==> src/rtl/iw_update_pipe.sv <==
// Two-stage max-update. Stage 1 reads the stored likelihood (forwarding
// the stage-2 result on an index match) and registers it with the
// candidate. Stage 2 writes the candidate when it is larger.
// Assumes in_valid is only raised for candidates that passed the threshold.
module iw_update_pipe #(
    parameter int LW = 24,
    parameter int AW = 13
) (
    input  logic                 clk,
    input  logic                 rst_n,
    input  logic                 in_valid,
    input  logic [AW-1:0]        in_idx,
    input  logic signed [LW-1:0] in_cand,
    output logic [AW-1:0]        rd_addr,
    input  logic signed [LW-1:0] rd_data,
    output logic                 wr_en,
    output logic [AW-1:0]        wr_idx,
    output logic signed [LW-1:0] wr_data,
    output logic                 busy
);
    logic                 s1_v;
    logic [AW-1:0]        s1_idx;
    logic signed [LW-1:0] s1_cand;
    logic signed [LW-1:0] s1_old;
    logic                 s2_win;
    logic signed [LW-1:0] prior;

    assign rd_addr = in_idx;
    assign s2_win  = s1_cand > s1_old;

    // stage-1 operand: forward the pending stage-2 write when indices match
    always_comb begin
        if (s1_v && s2_win && (s1_idx == in_idx))
            prior = s1_cand;
        else
            prior = rd_data;
    end

    // stage-1 valid flag
    always_ff @(posedge clk) begin
        if (!rst_n) s1_v <= 1'b0;
        else        s1_v <= in_valid;
    end

    // stage-1 data registers
    always_ff @(posedge clk) begin
        if (in_valid) begin
            s1_idx  <= in_idx;
            s1_cand <= in_cand;
            s1_old  <= prior;
        end
    end

    assign wr_en   = s1_v && s2_win;
    assign wr_idx  = s1_idx;
    assign wr_data = s1_cand;
    assign busy    = s1_v;
endmodule

==> config.mk <==
export PLATFORM = sky130hd
export DESIGN_NAME = iw_update_pipe
export DESIGN_NICKNAME = d
export VERILOG_FILES = /design/src/rtl/iw_update_pipe.sv
export SDC_FILE = /design/constraint.sdc
export NUM_CORES = 1
export LEC_CHECK = 0
export BUFFER_PORTS_ARGS = -buffer_cell sky130_fd_sc_hd__buf_2
export CORE_MARGIN = 2
export CORE_UTILIZATION = 49
export CTS_BUF_LIST = sky130_fd_sc_hd__clkbuf_8 sky130_fd_sc_hd__clkbuf_16
export CTS_CLUSTER_SIZE = 28
export DETAILED_ROUTE_END_ITERATION = 10
export PLACE_DENSITY = 0.8
export SYNTH_ARGS = -nofsm -noshare
export SYNTH_HDL_FRONTEND = slang
export SYNTH_SLANG_ARGS = --single-unit
==> constraint.sdc <==
create_clock -name clk -period 3.62 [get_ports clk]
set_clock_uncertainty 0.05 [all_clocks]
set_input_delay 0.362 -clock clk [delete_from_list [all_inputs] [get_ports clk]]
set_output_delay 0.362 -clock clk [all_outputs]
set_load 0.05 [all_outputs]
## Yosys cells after proc, flatten, opt, wreduce, memory -nomap -nowiden

Cells that the tools add are included.

| cells by class | value |
|---|---|
| mux-type cells | 1 |
| equality and inequality tests | 1 |
| $lt $le $gt $ge | 1 |
| reductions and logical operators | 2 |

Operators with widths:

| kind | count |
|---|---|
| $gt A24 B24 Y1 | 1 |
| $mux W24 | 1 |
| $eq A13 B13 Y1 | 1 |
| $logic_and A1 B1 Y1 | 2 |

| word-level totals | value |
|---|---|
| register bits after elaboration | 62 |
| output and inout port bits | 52 |
| logic and storage cells | 9 |

## Longest topological paths before layout

Gate-level depths: netlist of run 1.

| depth | value |
|---|---|
| depth after elaboration | 4 |
| gate-level depth with buffers | 10 |
| mapped depth without buffers | 9 |

## Least setup slack after synthesis of run 1

OpenSTA, ideal clock, no wires.

| timing path | value |
|---|---|
| path type | register to output |
| start point | reg s1_cand[17], in the netlist wr_data[17] |
| end point | out wr_en |
| required time | 3,208 ps |
| arrival time | 2,837 ps |
| cell stages (with the launch flop) | 7 |
| setup slack | 371 ps |
| cells stage by stage | edfxtp_1 > ha_1 > a211oi_1 > nor2_1 > o41a_1 > or3_4 > a21oi_1 |

| between the ends | value |
|---|---|
| cells in the longest elaborated chain, start to end | 2 |

RTL lines:

| item | RTL line | text |
|---|---|---|
| start, declared | 23 | `logic signed [LW-1:0] s1_cand;` |
| start signal, assigned | 49 | `s1_cand <= in_cand;` |
| $gt A24 B24 Y1 | 29 | `assign s2_win = s1_cand > s1_old;` |
| $logic_and A1 B1 Y1 | 54 | `assign wr_en = s1_v && s2_win;` |
| end, declared | 16 | `output logic wr_en,` |

Every way passes these cells.

## Final worst setup path of run 1

| timing path | value |
|---|---|
| start point | reg s1_cand[23], in the netlist wr_data[23] |
| end point | reg s1_old[16], data pin |

| between the ends | value |
|---|---|
| cells in the longest elaborated chain, start to end | 4 |

RTL lines:

| item | RTL line | text |
|---|---|---|
| $gt A24 B24 Y1 | 29 |  |
| $logic_and A1 B1 Y1 (2 in series) | 33 | `if (s1_v && s2_win && (s1_idx == in_idx))` |
| $mux W24 | 33 |  |
| named net prior[16] | 26 | `logic signed [LW-1:0] prior;` |
| end signal, assigned | 50 | `s1_old <= prior;` |
| end, declared | 24 | `logic signed [LW-1:0] s1_old;` |

The timed path passes the listed nets, and every way through them passes these cells.
A chain may end at the register's enable or synchronous reset.

==> run metrics, run 1 <==
status finished clean; Cell variety after synth 29; largest net degree at the start of global routing 35; post-route setup TNS 0 ps; Post-synth top flop edfxtp_1; Setup WS post-layout 576 ps; TritonCTS clock tree done; Setup crit end kind flop; IO Port Bufs between 100 and 150; worst-margin pin slew ~760 ps; Die H around 83 um; CP Class reg2reg; CP startpoint kind flop; initial antenna violation count 0; Final #Nets 410; crit-path cells ha_1 -> a21oi_1 -> o21ai_1 -> o41a_1 -> or3_4 -> a211oi_4 -> buf_4 -> mux2_1; count leader, synth edfxtp_1; layout cells sized above 1 a little over two fifths; htree depth 3; Setup Fix Bufs, Post-CTS 0; top cells by count, synth edfxtp_1, ha_1, inv_1; Placement Cell Area 3600 um^2; Synth warnings 0; worst skew pair latency ~320 ps; number of flops mapped to enable cells by yosys slightly above 60; post-synth top area cell edfxtp_1; IO Pins 116; Max transition margin between 40% and 50%; number of global-route vias before repair 1931; Num CTS Buffers 9; DR iter-0 viols 69; Remaining DRCs 0; WL/cell ~15 um; chip width 82.6 um; ANT nets after route 0; RePlAce Congestion roughly 0.76; Mapped Nets 296; CTS root buf clkbuf_8; CTS Hold Buffers Added 0; clock transition at the registers of the reported paths 70 ps; crit path time final approximately 3000 ps; row cnt 28; CP peak stage delay 420 ps; Hold EP wr_data[18]$_DFFE_PP_; area grow syn2layout 24.8%; R2R Path Start wr_data[23]$_DFFE_PP_; total clock sinks between 60 and 70; first-pass GRT wire length 9.12 mm; detailed placement HPWL 4.56 mm; Fillers 497; Routed WL 5.93 mm; Core Area 5960 um^2; Die ar. 6820 um^2; endpoints failing setup 0; Post-Synthesis Cell Area 3030 um^2; r2r worst-path depth 8; total power 1810 uW; first drt pass iteration count 4; Leakage 0.00170 uW; CTS resizes 0; Critical Path RT 3640 ps; hold depth 1; Seq/Total Area, Yosys 61.2%; worst path arrival time 3060 ps; Power Density 480 nW/um^2; Worst R2R End s1_old[16]$_DFFE_PP_; Max Buffers Root-to-Sink 2; top cell type's share of synthesized area about three fifths; final std cell area, no fill 3780 um^2; GRT overflow 0; Register Area 1850 um^2; starting density of the core 50.8%; worst-path fanout max 16; Synth area leaders edfxtp_1, ha_1, mux2_1; multi-input logic area 965 um^2; CP max stage cell o41a_1; DR vias ~2000; Syn Inst Count 208; final hold vios 0; fmax 0.328 GHz; GR Util All Layers 18.2%; worst vdd ir 259 uV; ratio of final minimum period to clock period a little over four fifths; Hold Startpoint in_cand[18]; n_diodes 0; dpl ws between 500 and 600 ps; mean number of vias per cell 4.92; Avg Inst Size Synth 14.6 um^2; worst min path class in2reg; maxcap violations 0; reg2reg setup slack approximately 580 ps; Final Slew Violations 0; async set or reset register ratio after synthesis 0%; post-synthesis register bit count between 60 and 70; RSZ-0062 raised after global routing no
## metal layers
layer  global-route usage, %  up-vias  part of all wire (%)
met3                    3.80       12                   4.1
met5                       0        -                     0
li1                        -      980                     -
met1                    22.4      934                    42
met2                    29.8       53                    51
met4                    10.0        0                   2.7
## how the worst max path moves through the flow
stage	startpoint	end	slack [ps]	cells past startpoint
after floorplan	wr_data[17]$_DFFE_PP_	wr_en	370	6
final	wr_data[23]$_DFFE_PP_	s1_old[16]$_DFFE_PP_	580	8
after CTS	wr_data[23]$_DFFE_PP_	s1_old[16]$_DFFE_PP_	550	8
after detailed placement	wr_data[23]$_DFFE_PP_	s1_old[16]$_DFFE_PP_	570	8
after global routing	wr_data[1]$_DFFE_PP_	s1_old[16]$_DFFE_PP_	400	9
after global placement	wr_data[21]$_DFFE_PP_	s1_old[5]$_DFFE_PP_	630	8
## logic make-up after synthesis
| logic type | Yosys count | share of synthesized area, % |
|---|---|---|
| flops | 62 | 61.2 |
| compound gates | 22 | 4.75 |
| xor+xnor | 13 | 3.76 |
| simple gates | 24 | 4.51 |
| mux | 24 | 8.93 |
| fa+ha+maj | 24 | 9.92 |
| buf+inv | 39 | 6.94 |
## stage by stage
step | util (%) | hold slack (ps) | cells
final | 63.4 | 163 | 402
after CTS | 63.4 | 147 | 402
after detailed placement | 60.4 | 490 | 386
after global placement | 60.4 | 489 | 386
after floorplan | - | 411 | 208
after global routing | 63.4 | 144 | 402
## sequential cells by signal (all words and copies together), names as in the netlist
signal / flops
wr_idx: 13
s1_old: 24
busy: 1
wr_data: 24
## where the power goes
group          switching, uW  total [uW]  internal, uW  leakage [uW]
combinational            253         367           114      0.000991
sequential              31.3         885           853      0.000605
clock                    255         562           307     0.0000990
total                    539        1810          1270       0.00170
## layout make-up
type	count	area share, %
tap	75	2.48
multi-input combinational	107	25.5
clock inverter	7	1.49
inverter	24	2.38
timing repair buffer	118	15.8
sequential	62	49.0
clock buffer	9	3.28
## critical path, delay by kind of cell, from the launching register on
family                     cells  cell delay [ps]
buffers and inverters          1              290
and+or+nand+nor                1              400
AOI/OAI and AO/OA              4              920
muxes                          1              360
DFF                            1              410
adders and majority gates      1              370
## layout by cell type (no fill, tap or decap), types with 2 or more instances in the layout
| cell type | Yosys | routed |
|---|---|---|
| nor4_1 | 2 | 2 |
| ha_1 | 24 | 24 |
| nor3_1 | 2 | 2 |
| edfxtp_1 | 61 | 61 |
| clkinv_2 | 0 | 3 |
| mux2_2 | 4 | 4 |
| clkbuf_8 | 0 | 9 |
| buf_4 | 13 | 3 |
| buf_2 | 0 | 115 |
| inv_1 | 24 | 25 |
| o21ai_0 | 4 | 4 |
| clkinv_1 | 0 | 2 |
| mux2_1 | 20 | 20 |
| xor2_1 | 7 | 7 |
| nand2b_1 | 2 | 2 |
| nand4_1 | 8 | 8 |
| xnor2_1 | 6 | 6 |
| nand2_1 | 5 | 5 |
| a21oi_1 | 11 | 11 |
(Power assumes the default switching activity.)
==> run 2, diff against run 1 <==
ABC_AREA = 1   (was not set)
CORE_UTILIZATION = 50   (was 49)
clock period = 2.9 ns   (was 3.62 ns; I/O delays follow)
==> run metrics, run 2 <==
sequential group share of total power 45.4% (was 48.8%); htree depth 3 (unchanged); dpl ws 302 ps (was 565 ps); clock transition at the registers of the reported paths 70 ps (about the same); post-synth top area cell edfxtp_1 (unchanged); crit-path leading delay family simple AND/OR/NAND/NOR gates (was compound AO/OA/AOI/OAI gates); fmax 0.368 GHz; starting density of the core 51.7% (was 50.8%); TritonCTS clock tree done (unchanged); Setup crit end kind output pin (was flop); worst min path class in2reg (unchanged); worst path arrival time 2380 ps (was 3060 ps); IO Pins 116 (unchanged); CP Class reg2out (was reg2reg); commonest cells after routing, fill and taps aside buf_2, nand2_1, edfxtp_1, inv_1, nand4_1 (was buf_2, edfxtp_1, inv_1, ha_1, mux2_1); crit path time final 2720 ps; endpoints failing setup 0 (unchanged); Leakage 0.00202 uW (was 0.00170 uW); RePlAce Congestion 0.772 (was 0.765); Hold Startpoint in_cand[20] (was in_cand[18]); n_diodes 0 (unchanged); Adder-Cell Fraction of Synth Area 9.14% (was 9.92%); Die H 85.1 um (was 82.6 um); R2R Path Start wr_data[23]$_DFFE_PP_ (unchanged); chip width 85.1 um (was 82.6 um); Synth Area in XOR/XNOR 1.60% (was 3.76%); Post-Synthesis Cell Area 3290 um^2 (was 3030 um^2); Switching Share 30.8% (was 29.7%); async set or reset register ratio after synthesis 0% (unchanged); Cell variety after synth 27 (was 29); Final Slew Violations 0 (unchanged); worst skew pair latency 340 ps (was 320 ps); area grow syn2layout 22.8% (was 24.8%); Max Buffers Root-to-Sink 2 (unchanged); Final #Nets 510 (was 410); Fillers 538 (was 497); Post-synth top flop edfxtp_1 (unchanged); largest net degree at the start of global routing 63 (was 35); Core Area 6350 um^2 (was 5960 um^2); Max transition margin 47.3% (was 49.4%); GR Util All Layers 20.3% (was 18.2%); first-pass GRT wire length 11.6 mm (was 9.12 mm); layout cells sized above 1 34.2% (was 41.9%); Hold EP wr_data[20]$_DFFE_PP_ (was wr_data[18]$_DFFE_PP_); area share of and/or/nand/nor cells after synthesis 20.4% (was 4.51%); crit-path cells ha_1 -> nand2_2 -> nor2_4 -> nand2_2 -> nor3_4 -> nand2_2 -> nand2_1 -> nand2_2 -> a21boi_1 -> buf_2 (was ha_1 -> a21oi_1 -> o21ai_1 -> o41a_1 -> or3_4 -> a211oi_4 -> buf_4 -> mux2_1); Logic pwr share 21.8% (was 20.3%); top cell type's share of synthesized area 55.8% (was 60.5%); most common cell after layout, fill and taps aside buf_2 (unchanged); row cnt 29 (was 28); Synth area leaders edfxtp_1, nand2_1, ha_1 (was edfxtp_1, ha_1, mux2_1); Critical Path RT 2560 ps (was 3640 ps); CP startpoint kind flop (unchanged); number of global-route vias before repair 2581 (was 1931); status finished clean (unchanged); worst-margin pin slew 790 ps (was 759 ps); CP peak stage delay 420 ps (about the same); Psw 751 uW (was 539 uW); post-route setup TNS 0 ps (unchanged); Syn Inst Count 314 (was 208); maxcap violations 0 (unchanged); Avg Inst Size Synth 10.5 um^2 (was 14.6 um^2); Remaining DRCs 0 (unchanged); reg2reg setup slack 450 ps (was 580 ps); Synth warnings 0 (unchanged); DR vias 2548 (was 1979); initial antenna violation count 0 (unchanged); post-synthesis register bit count 62 (unchanged); largest family of logic cells by synthesized area simple AND/OR/NAND/NOR gates (was adder cells); number of flops mapped to enable cells by yosys 61 (unchanged); clock power share 32.8% (was 31.0%); IO Port Bufs 115 (unchanged); final hold vios 0 (unchanged); Seq/Total Area, Yosys 56.4% (was 61.2%); CTS root buf clkbuf_8 (unchanged); Power Density 604 nW/um^2 (was 480 nW/um^2); ANT nets after route 0 (unchanged); WP buf/inv 1 (unchanged); WL/cell 14.1 um (was 14.8 um); CTS Hold Buffers Added 0 (unchanged); r2r worst-path depth 10 (was 8); multiplexer area fraction after synthesis 0% (was 8.93%); Synth Area in Compound Gates 2.78% (was 4.75%); Worst R2R End s1_old[5]$_DFFE_PP_ (was s1_old[16]$_DFFE_PP_); P_int 1680 uW (was 1270 uW); total clock sinks 62 (unchanged); Die ar. 7240 um^2 (was 6820 um^2); ratio of final minimum period to clock period 93.6%; Worst path most repeated cell nand2_2; Routed WL 7.08 mm (was 5.93 mm); DR iter-0 viols 80 (was 69); count leader, synth nand2_1 (was edfxtp_1); RSZ-0062 raised after global routing no (unchanged); CP max stage cell edfxtp_1 (was o41a_1); hold depth 1 (unchanged); Setup WS post-layout 185 ps (was 576 ps); detailed placement HPWL 5.12 mm (was 4.56 mm); Mapped Nets 402 (was 296); GRT overflow 0 (unchanged); mean number of vias per cell 5.06 (was 4.92); worst vdd ir 355 uV (was 259 uV); first drt pass iteration count 4 (unchanged); worst-path fanout max 5 (was 16); Num CTS Buffers 9 (unchanged); top cells by count, synth nand2_1, edfxtp_1, inv_1 (was edfxtp_1, ha_1, inv_1)
==> run 2: changes by cell type after synthesis, moves of 5 or more <==
cell and change:
nand2_1 +85, mux2_1 -20, nand4_1 +17, inv_1 +13
nor2_1 +9, nand3_1 +7, xnor2_1 -6, inv_2 +5
==> run 2: layout make-up <==
cell class / count / area (um^2) / share of cell area [%]
clock inverters: 7 / 81.3 / 2.02
multi-input cells: 189 / 1130 / 27.9
flip-flops and latches: 62 / 1850 / 45.9
well taps: 77 / 96.3 / 2.39
repair buffers: 118 / 598 / 14.8
clock buffers: 9 / 124 / 3.07
inverters: 42 / 158 / 3.91
==> run 2: power by group through the flow <==
| stage | clock network, uW | logic [uW] | registers, uW |
|---|---|---|---|
| after detailed placement | 0 | 533 | 1130 |
| after floorplan | 0 | 248 | 1260 |
| final | 799 | 530 | 1110 |
| after global routing | 845 | 582 | 1110 |
| after global placement | 0 | 517 | 1120 |
| after CTS | 813 | 534 | 1110 |
==> run 2: cell families after synthesis <==
family          count (synthesis)
compound gates                 15
xor+xnor                        6
fa+ha+maj                      24
buf+inv                        63
flops                          62
simple gates                  144
==> run 2: routing by layer <==
metal	up-vias	share of wire, %	track usage (%)
li1	1273	-	-
met1	1178	42	24.5
met2	85	49	34.2
met3	12	6.4	6.23
met4	0	2.0	7.79
met5	-	0	0
==> run 2: what timing repair did <==
action	4_1_cts	5_1_grt
resized for setup	0	1
buffers inserted	0	0
endpoints found under the setup margin	0	1
==> run 2: worst max-delay path by stage <==
| stage | from | to | slack (ps) | cells after the start |
|---|---|---|---|---|
| 5_1_grt | wr_data[23]$_DFFE_PP_ | wr_en | 8 | 10 |
| 2_1_floorplan | wr_data[23]$_DFFE_PP_ | wr_en | 60 | 10 |
| 6_report | wr_data[23]$_DFFE_PP_ | wr_en | 180 | 10 |
| 4_1_cts | wr_data[23]$_DFFE_PP_ | wr_en | 60 | 8 |
| 3_5_place_dp | wr_data[23]$_DFFE_PP_ | s1_old[12]$_DFFE_PP_ | 300 | 9 |
| 3_3_place_gp | wr_data[11]$_DFFE_PP_ | s1_old[12]$_DFFE_PP_ | 400 | 9 |
==> run 2: worst reg2reg max path, cell delays in order (launching register included) <==
cell,delay [ps]
edfxtp_1,420
ha_1,410
nand2_2,100
nor2_4,130
nand2_2,80
nor3_4,210
nand2_2,100
nand3_1,130
nand4_4,340
nand2_1,180
nand2_1,70
==> run 2: through the flow <==
step                      hold slack [ps]  std cells  utilization (%)  cell area [um^2]  total power, uW
after floorplan                       333        314                -              3290             1510
after global placement                416        488             60.2              3820             1640
after detailed placement              418        488             60.2              3820             1660
after CTS                            57.3        504             63.4              4030             2450
after global routing                 56.2        504             63.5              4040             2540
final                                70.9        504             63.5              4040             2440
==> run 3, diff against run 2 <==
ABC_AREA = not set   (was 1)
CORE_UTILIZATION = 49   (was 50)
==> run metrics, run 3 (synthesis gave the netlist of run 1 again) <==
status complete, but fails checks (was finished clean); failing checks setup timing; area grow syn2layout 38.0% (was 22.8%); Hold Startpoint in_cand[20] (unchanged); row cnt 28 (was 29); crit-path cells ha_4 -> a21o_1 -> nand3_2 -> a21oi_2 -> o41a_1 -> or3_4 -> a211oi_4 -> buf_6 -> buf_8 -> mux2_4 (was ha_1 -> nand2_2 -> nor2_4 -> nand2_2 -> nor3_4 -> nand2_2 -> nand2_1 -> nand2_2 -> a21boi_1 -> buf_2); reg2reg setup slack -60 ps (was 450 ps); maxcap violations 0 (unchanged); r2r worst-path depth 10 (unchanged); worst-path fanout max 6 (was 5); crit path time final 2960 ps (was 2720 ps); fmax 0.338 GHz (was 0.368 GHz); WL/cell 15.6 um (was 14.1 um); Num CTS Buffers 9 (unchanged); Worst R2R End s1_old[15]$_DFFE_PP_ (was s1_old[5]$_DFFE_PP_); CTS root buf clkbuf_8 (unchanged); final hold vios 0 (unchanged); layout cells sized above 1 54.1% (was 34.2%); TritonCTS clock tree done (unchanged); worst-margin pin slew 574 ps (was 790 ps); starting density of the core 50.8% (was 51.7%); Remaining DRCs 0 (unchanged); mean number of vias per cell 4.96 (was 5.06); Die ar. 6820 um^2 (was 7240 um^2); Setup crit end kind flop (was output pin); most common cell after layout, fill and taps aside buf_2 (unchanged); post-route setup TNS -1050 ps (was 0 ps); worst skew pair latency 330 ps (was 340 ps); clock transition at the registers of the reported paths 70 ps (about the same); number of global-route vias before repair 2097 (was 2581); first drt pass iteration count 4 (unchanged); Core Area 5960 um^2 (was 6350 um^2); hold depth 1 (unchanged); CP peak stage delay 440 ps (was 420 ps); Fillers 430 (was 538); Routed WL 6.52 mm (was 7.08 mm); CP startpoint kind flop (unchanged); IO Pins 116 (unchanged); DR iter-0 viols 90 (was 80); CP Class reg2reg (was reg2out); endpoints failing setup 20 (was 0); worst vdd ir 409 uV (was 355 uV); RePlAce Congestion 0.747 (was 0.772); chip width 82.6 um (was 85.1 um); n_diodes 0 (unchanged); commonest cells after routing, fill and taps aside buf_2, edfxtp_1, inv_1, mux2_4, ha_1 (was buf_2, nand2_1, edfxtp_1, inv_1, nand4_1); ratio of final minimum period to clock period 102% (was 93.6%); RSZ-0062 raised after global routing yes (was no); GR Util All Layers 19.8% (was 20.3%); Setup WS post-layout -62.4 ps (was 185 ps); CP max stage cell edfxtp_1 (unchanged); Critical Path RT 2930 ps (was 2560 ps); GRT overflow 0 (unchanged); CTS Hold Buffers Added 0 (unchanged); Max transition margin 61.7% (was 47.3%); first-pass GRT wire length 9.70 mm (was 11.6 mm); total clock sinks 62 (unchanged); DR vias 2077 (was 2548); Die H 82.6 um (was 85.1 um); largest net degree at the start of global routing 40 (was 63); Final #Nets 427 (was 510); Hold EP wr_data[20]$_DFFE_PP_ (unchanged); detailed placement HPWL 4.59 mm (was 5.12 mm); htree depth 3 (unchanged); R2R Path Start wr_data[13]$_DFFE_PP_ (was wr_data[23]$_DFFE_PP_); Final Slew Violations 0 (unchanged); Leakage 0.00186 uW (was 0.00202 uW); initial antenna violation count 0 (unchanged); total power 2430 uW (was 2440 uW); worst path arrival time 2990 ps (was 2380 ps); Power Density 582 nW/um^2 (was 604 nW/um^2); ANT nets after route 0 (unchanged); IO Port Bufs 115 (unchanged); worst min path class in2reg (unchanged); Max Buffers Root-to-Sink 2 (unchanged)
[run 3: area by class of cell]
type	count	area, um^2	share of cell area (%)
clock inverter	7	80.1	1.92
clock buffer	9	124	2.97
timing repair buffer	135	774	18.5
multi-input combinational	107	1160	27.8
inverter	24	90.1	2.16
tap	75	93.8	2.25
sequential	62	1850	44.3
[run 3: where the power goes]
group	internal (uW)	total [uW]	switching (uW)	leakage, uW
sequential	1070	1110	42.1	0.000605
clock	470	785	315	0.000107
combinational	196	537	341	0.00115
[run 3: how the worst max path moves through the flow]
| stage | start | to | slack [ps] | depth (start not counted) |
|---|---|---|---|---|
| after detailed placement | wr_data[15]$_DFFE_PP_ | s1_old[9]$_DFFE_PP_ | -50 | 8 |
| after global placement | wr_data[15]$_DFFE_PP_ | s1_old[3]$_DFFE_PP_ | 70 | 8 |
| after floorplan | wr_data[13]$_DFFE_PP_ | s1_old[17]$_DFFE_PP_ | -220 | 9 |
| final | wr_data[13]$_DFFE_PP_ | s1_old[15]$_DFFE_PP_ | -60 | 10 |
| after global routing | wr_data[13]$_DFFE_PP_ | s1_old[12]$_DFFE_PP_ | -130 | 10 |
| after CTS | wr_data[17]$_DFFE_PP_ | s1_old[2]$_DFFE_PP_ | -20 | 9 |
[run 3: critical path, delay by kind of cell, from the launching register on]
kind                       cells  cell delay [ps]
muxes                          1              300
buffers and inverters          2              300
AOI/OAI and AO/OA              4              870
adders and majority gates      1              270
DFF                            1              440
and+or+nand+nor                2              480
[run 3: through the flow]
step | hold WS [ps] | setup slack, ps | cells | cell area [um^2] | util (%)
after floorplan | 339 | -216 | 208 | 3060 | -
after CTS | 63.7 | -15.9 | 417 | 4070 | 68.3
after global placement | 417 | 66.2 | 391 | 3680 | 61.8
after global routing | 64.5 | -133 | 419 | 4180 | 70.1
after detailed placement | 418 | -47.1 | 391 | 3680 | 61.8
final | 82.8 | -62.4 | 419 | 4180 | 70.1
[run 3: routing by layer]
metal	track usage, %	vias up	wire length (um)
met4	9.34	0	95
met5	0	-	0
met2	33.3	82	3300
met1	22.9	972	2660
li1	-	1016	-
met3	6.20	7	464
[run 3: repair_timing]
action,in CTS,in global routing
setup endpoints to repair,19,25
resized for setup,24,26
cloned,2,0
pin swaps,7,5
buffers inserted,8,3
